## src/rtl/wfir_pkg.sv

```systemverilog
`timescale 1ns/1ps
package wfir_pkg;
  localparam int unsigned SAMPLE_W_DEF = 26;
  localparam int unsigned MULX_W_DEF   = 27;
  localparam int unsigned COEF_W_DEF   = 27;
  localparam int unsigned SUM_W_DEF    = 64;
  localparam int unsigned SEL_W_DEF    = 3;

  typedef enum logic [1:0] {
    SUM_FROM_CHAIN = 2'd0,
    SUM_FROM_SELF  = 2'd1,
    SUM_CLEAR      = 2'd2
  } sum_src_e;
endpackage

```

## src/rtl/wfir_preadd.sv

```systemverilog
`timescale 1ns/1ps
module wfir_preadd #(
  parameter int unsigned SAMPLE_W = 26,
  parameter int unsigned MULX_W   = 27,
  parameter int unsigned OP_W     = 27
) (
  input  logic signed [SAMPLE_W-1:0] y,
  input  logic signed [SAMPLE_W-1:0] z,
  input  logic                       sub,
  input  logic                       use_x,
  input  logic signed [MULX_W-1:0]   x,
  output logic signed [OP_W-1:0]     op
);
  localparam int unsigned PRE_W = SAMPLE_W + 1;

  logic signed [PRE_W-1:0] y_e, z_e, pa;

  always_comb begin
    y_e = PRE_W'(y);
    z_e = PRE_W'(z);
    pa  = sub ? (y_e - z_e) : (y_e + z_e);
    op  = use_x ? OP_W'(x) : OP_W'(pa);
  end
endmodule

```

## src/rtl/wfir_coef_bank.sv

```systemverilog
`timescale 1ns/1ps
module wfir_coef_bank #(
  parameter int unsigned COEF_W = 27,
  parameter int unsigned SEL_W  = 3
) (
  input  logic                     clk,
  input  logic                     we,
  input  logic [SEL_W-1:0]         waddr,
  input  logic signed [COEF_W-1:0] wdata,
  input  logic [SEL_W-1:0]         sel,
  output logic signed [COEF_W-1:0] coef
);
  localparam int unsigned DEPTH = 1 << SEL_W;

  logic signed [COEF_W-1:0] mem [DEPTH];

  always_ff @(posedge clk) begin
    if (we) mem[waddr] <= wdata;
  end

  assign coef = mem[sel];
endmodule

```

## src/rtl/wfir_mul.sv

```systemverilog
`timescale 1ns/1ps
module wfir_mul #(
  parameter int unsigned OP_W   = 27,
  parameter int unsigned COEF_W = 27,
  parameter int unsigned PROD_W = OP_W + COEF_W
) (
  input  logic signed [OP_W-1:0]   a,
  input  logic signed [COEF_W-1:0] b,
  output logic signed [PROD_W-1:0] p
);
  assign p = PROD_W'(a) * PROD_W'(b);
endmodule

```

## src/rtl/wfir_chain_acc.sv

```systemverilog
`timescale 1ns/1ps
module wfir_chain_acc
  import wfir_pkg::*;
#(
  parameter int unsigned PROD_W = 54,
  parameter int unsigned SUM_W  = 64
) (
  input  logic                     clk,
  input  logic                     rst,
  input  sum_src_e                 src,
  input  logic signed [PROD_W-1:0] prod,
  input  logic signed [SUM_W-1:0]  chain_in,
  output logic signed [SUM_W-1:0]  sum_q
);
  logic signed [SUM_W-1:0] prod_e;
  logic signed [SUM_W-1:0] addend;

  always_comb begin
    prod_e = SUM_W'(prod);
    addend = (src == SUM_FROM_SELF) ? sum_q : chain_in;
  end

  always_ff @(posedge clk) begin
    if (rst || src == SUM_CLEAR) sum_q <= '0;
    else                         sum_q <= addend + prod_e;
  end
endmodule

```

## src/rtl/wfir_slice.sv

```systemverilog
`timescale 1ns/1ps
module wfir_slice
  import wfir_pkg::*;
#(
  parameter int unsigned SAMPLE_W = SAMPLE_W_DEF,
  parameter int unsigned MULX_W   = MULX_W_DEF,
  parameter int unsigned COEF_W   = COEF_W_DEF,
  parameter int unsigned SUM_W    = SUM_W_DEF,
  parameter int unsigned SEL_W    = SEL_W_DEF
) (
  input  logic                       clk,
  input  logic                       rst,
  input  logic                       clr,
  input  logic                       acc_en,
  input  logic                       pre_sub,
  input  logic                       use_x,
  input  logic [SEL_W-1:0]           coef_sel,
  input  logic                       coef_we,
  input  logic [SEL_W-1:0]           coef_waddr,
  input  logic signed [COEF_W-1:0]   coef_wdata,
  input  logic signed [SAMPLE_W-1:0] in_y,
  input  logic signed [SAMPLE_W-1:0] in_z,
  input  logic signed [MULX_W-1:0]   in_x,
  input  logic signed [SUM_W-1:0]    chain_in,
  output logic signed [SUM_W-1:0]    result,
  output logic signed [SUM_W-1:0]    chain_out
);
  localparam int unsigned PRE_W  = SAMPLE_W + 1;
  localparam int unsigned OP_W   = (PRE_W > MULX_W) ? PRE_W : MULX_W;
  localparam int unsigned PROD_W = OP_W + COEF_W;

  logic signed [OP_W-1:0]   op_w;
  logic signed [COEF_W-1:0] coef_w;
  logic signed [PROD_W-1:0] prod_w;
  logic signed [SUM_W-1:0]  sum_w;
  sum_src_e                 src_w;

  always_comb begin
    if (clr)         src_w = SUM_CLEAR;
    else if (acc_en) src_w = SUM_FROM_SELF;
    else             src_w = SUM_FROM_CHAIN;
  end

  wfir_preadd #(.SAMPLE_W(SAMPLE_W), .MULX_W(MULX_W), .OP_W(OP_W)) u_pre (
    .y(in_y), .z(in_z), .sub(pre_sub), .use_x(use_x), .x(in_x), .op(op_w)
  );

  wfir_coef_bank #(.COEF_W(COEF_W), .SEL_W(SEL_W)) u_bank (
    .clk(clk), .we(coef_we), .waddr(coef_waddr), .wdata(coef_wdata),
    .sel(coef_sel), .coef(coef_w)
  );

  wfir_mul #(.OP_W(OP_W), .COEF_W(COEF_W), .PROD_W(PROD_W)) u_mul (
    .a(op_w), .b(coef_w), .p(prod_w)
  );

  wfir_chain_acc #(.PROD_W(PROD_W), .SUM_W(SUM_W)) u_acc (
    .clk(clk), .rst(rst), .src(src_w), .prod(prod_w),
    .chain_in(chain_in), .sum_q(sum_w)
  );

  assign result    = sum_w;
  assign chain_out = sum_w;
endmodule

```

## config.mk

```make
export PLATFORM = sky130hd
export DESIGN_NAME = wfir_slice
export DESIGN_NICKNAME = d
export VERILOG_FILES = /design/src/rtl/wfir_pkg.sv /design/src/rtl/wfir_preadd.sv /design/src/rtl/wfir_coef_bank.sv /design/src/rtl/wfir_mul.sv /design/src/rtl/wfir_chain_acc.sv /design/src/rtl/wfir_slice.sv
export SDC_FILE = /design/constraint.sdc
export NUM_CORES = 2
export LEC_CHECK = 0
export BUFFER_PORTS_ARGS = -buffer_cell sky130_fd_sc_hd__buf_2
export CORE_ASPECT_RATIO = 1.1
export CORE_UTILIZATION = 60
export CTS_CLUSTER_SIZE = 40
export DETAILED_ROUTE_END_ITERATION = 6
export PLACE_DENSITY = 0.79
export SYNTH_ARGS = -nofsm -noshare
export SYNTH_HDL_FRONTEND = slang
export SYNTH_SLANG_ARGS = --single-unit
```

## constraint.sdc

```tcl
create_clock -name clk -period 12.7 [get_ports clk]
set_clock_uncertainty 0.1 [all_clocks]
set_input_delay 1.27 -clock clk [delete_from_list [all_inputs] [get_ports clk]]
set_output_delay 1.27 -clock clk [all_outputs]
set_load 0.05 [all_outputs]
```

==> results by group <==
Detailed routing
  – Number of detailed-route iterations in the first pass: 6
  – DRT iter0 DRCs: between 3k and 4k
  – Post-route met1 wirelength: between 40 and 50 mm
  – DR top layer: met5
  – Routed wire length on met3: 14.80 mm
  – Remaining design rule violation count: 0
  – Met2 wire length: 56.18 mm
  – Post-DR vias/cell: 5.944
  – Post-detailed-route count of antenna-violating nets: 0
  – Detailed Route WL: 124.5 mm
  – Vias: 32.05k
  – Final routed wire length divided by cell count: roughly 23 um

Setup path
  – R2R Setup Slk: around 3.4 ns
  – Worst reg2reg startpoint: u_bank.mem[2][4]$_DFFE_PP_
  – Worst path most repeated cell: fa_1
  – Gate family responsible for the most delay along the worst path: adder cells
  – Number of buffers and inverters on the critical path: 9
  – Capturing element type of the critical path: flop
  – Critical-path maximum fanout: 10
  – Crit path launch: in_z[0]
  – Slowest cell on the critical path: fa_1
  – Highest cell delay on the worst timing path: slightly below 0.6 ns
  – Required time of the critical path: between 10 and 15 ns
  – Stages on worst setup path: 42
  – CP startpoint kind: input port
  – Type of the setup path with the least slack: in2reg
  – Endpoint arrival time on the critical path: between 10 and 15 ns
  – Depth of the worst register-to-register path: 25

Placed design
  – Final GP Congestion: ~1.0
  – IO buf count: 310
  – Placed wire-length estimate after detailed placement: roughly 100 mm

Clock tree
  – Buffer cell driving the clock tree root: clkbuf_16
  – Clock buffer depth: 3
  – Number of CTS-inserted buffers: 29
  – CTS clk-pin slew, worst paths: approximately 0.060 ns
  – Hold_buf cts: 0
  – Clock net sink count: 280
  – Clock Latency Late Sink: about 0.6 ns
  – TritonCTS clock tree: built
  – Deepest level of the CTS H-tree: 1

Min path
  – Launch point of the worst hold path: u_acc.sum_q[0]$_SDFF_PP0_
  – Classification of the worst-slack hold path: reg2reg
  – WHS Path Cells: 3

GRT
  – Number of antenna violations at the first check in global routing: 2
  – First-pass GRT wire length: just under 200 mm
  – Aggregate global-route resource usage: ~36%
  – Vias in the first global route: about 34k
  – GRT Residual Overflow: 0
  – Largest net degree at the start of global routing: 55

Timing
  – Max Transition Viols Final: 0
  – Hold slack: between 0.6 and 0.7 ns
  – Worst slew slack as a fraction of its limit: 21.45%
  – Number of endpoints failing setup at the final stage: 0
  – Pin slew with the least headroom to its limit: between 1 and 1.5 ns
  – Final worst path period share: a little over nine tenths
  – Minimum period implied by the final worst setup slack: ~12 ns
  – Hold Violations, Final: 0
  – Max Clk Rate: approximately 83 MHz
  – RSZ-0062 raised after global routing: false

Status
  – Outcome: finished, final reports clean

Floorplan
  – Initial core utilization: 60.82%
  – Core region area: roughly 0.07 mm^2
  – X dimension of the die: 257.0 um
  – Total die area: 0.07261 mm^2
  – Io pins: 311
  – Y dimension of the die: between 200 and 300 um
  – Placement Rows: between 100 and 150

Logic synthesis
  – Synthesized netlist net count: ~5.5k
  – Part of the Yosys area used for sequential elements: between 15 and 20%
  – Async set-or-reset flop fraction in the synthesized netlist: 0%
  – Mean instance size in the synthesized netlist: 10.14 um^2
  – Count of distinct cell types in the synthesized netlist: 76
  – Most common flop cell mapped by yosys: edfxtp_1
  – Cell Area, Synth: ~0.043 mm^2
  – Warning count from the yosys run: 0
  – Number of flops mapped to enable cells by yosys: about 220
  – Register bit count reported by yosys: 280
  – Number of instances in the synthesized netlist: roughly 4.2k

Cells and area
  – Final layout net count: 5710
  – Final Core Density: around 65%
  – Share of cells above drive strength 1: between 10% and 20%
  – Count of filler cells inserted in the layout: ~5.4k
  – Layout Area Growth over Synthesis: 7.684%

Flow run
  – Number of max-cap violations: 0
[Yosys cell counts, types with 54 or more instances]
cell	n	area, um^2
nand2_1	469	1760
fa_1	863	17280
xnor2_1	63	551.8
a21oi_1	100	500.5
mux4_2	54	1216
nor2_1	419	1573
inv_1	865	3247
mux2i_1	80	800.8
buf_4	65	488.0
ha_1	232	2903
clkbuf_1	149	559.3
edfxtp_1	216	6486
dfxtp_1	64	1281
[cell type report]
class	instances	area (um^2)	area share [%]
clock inverter	12	80.08	0.1733
tap	936	1171	2.534
timing repair buffer	415	2355	5.095
inverter	866	3254	7.041
sequential	280	7767	16.81
antenna	3	7.507	0.01624
multi-input combinational	2840	30800	66.64
clock buffer	39	783.3	1.695
[worst reg2reg max path, stage by stage, from the launching register on]
cell and delay [ns]:
edfxtp_1 0.42, mux4_2 0.53, mux2i_2 0.83, nor2_1 0.13
nand2_1 0.12, o22ai_1 0.09, fa_1 0.54, inv_1 0.05
fa_1 0.53, inv_1 0.06, fa_1 0.57, fa_1 0.46
fa_1 0.63, fa_1 0.47, fa_1 0.47, ha_1 0.29
ha_1 0.42, nand2_1 0.16, nor2_1 0.24, nand3_1 0.17
a211oi_1 0.70, o21ai_1 0.22, a41o_1 0.32, nor4b_1 0.47
o21a_1 0.17, nor3_1 0.04
[flip-flops by register name, indices dropped and copies added, names as in the netlist]
register / count
u_bank.mem: 216
u_acc.sum_q: 64
[cells by family after synthesis]
logic type,Yosys count,synth area share [%]
buffers and inverters,1113,10.35
adder cells (fa/ha/maj),1095,47.01
AND/OR/NAND/NOR,1090,10.66
AO/OA/AOI/OAI,372,5.821
flip-flops,280,18.10
multiplexers,187,6.090
XOR/XNOR,96,1.959
[timing repair]
item	4_1_cts	5_1_grt
resized for setup	0	2
setup buffers	0	2
endpoints found under the setup margin	0	5
[final timing paths]
path | to
max | u_acc.sum_q[63]$_SDFF_PP0_
min | u_acc.sum_q[0]$_SDFF_PP0_
max reg2reg | u_acc.sum_q[62]$_SDFF_PP0_
min reg2reg | u_acc.sum_q[0]$_SDFF_PP0_
[placed cells by master, fill, tap and decap left out, drive strengths merged, types with 14 or more instances in the layout]
cell type  count
o21ai         57
mux2i         80
mux2          53
a22oi         18
nor2         419
ha           232
dfxtp         64
a21o          44
mux4          54
o22ai         14
inv          865
o21bai        20
nand2b        18
nand4         35
o21a          20
nor3          45
a21oi        100
xnor2         63
clkbuf        39
fa           863
buf          415
edfxtp       216
and2          33
xor2          33
nand2        470
a31oi         23
[metrics by stage]
| stage | TNS (ns) | cell area, um^2 | instances | worst slack [ns] |
|---|---|---|---|---|
| after global placement | 0 | 45320 | 5335 | 0.2451 |
| after floorplan | 0 | 42920 | 4233 | 0.8468 |
| final | 0 | 46220 | 5391 | 0.6504 |
| after detailed placement | -0.01710 | 45320 | 5335 | -0.01710 |
| after global routing | 0 | 46210 | 5389 | 0.01704 |
| after CTS | 0 | 46190 | 5386 | 0.5562 |
[per-layer routing]
metal | GRT usage [%] | vias up
li1 | - | 13533
met1 | 47.63 | 15923
met2 | 55.16 | 2173
met3 | 9.444 | 415
met4 | 15.87 | 2
met5 | 0 | -
Power is not shown: default switching activity piles up to over one toggle a cycle in this logic, so the estimate is an artifact.
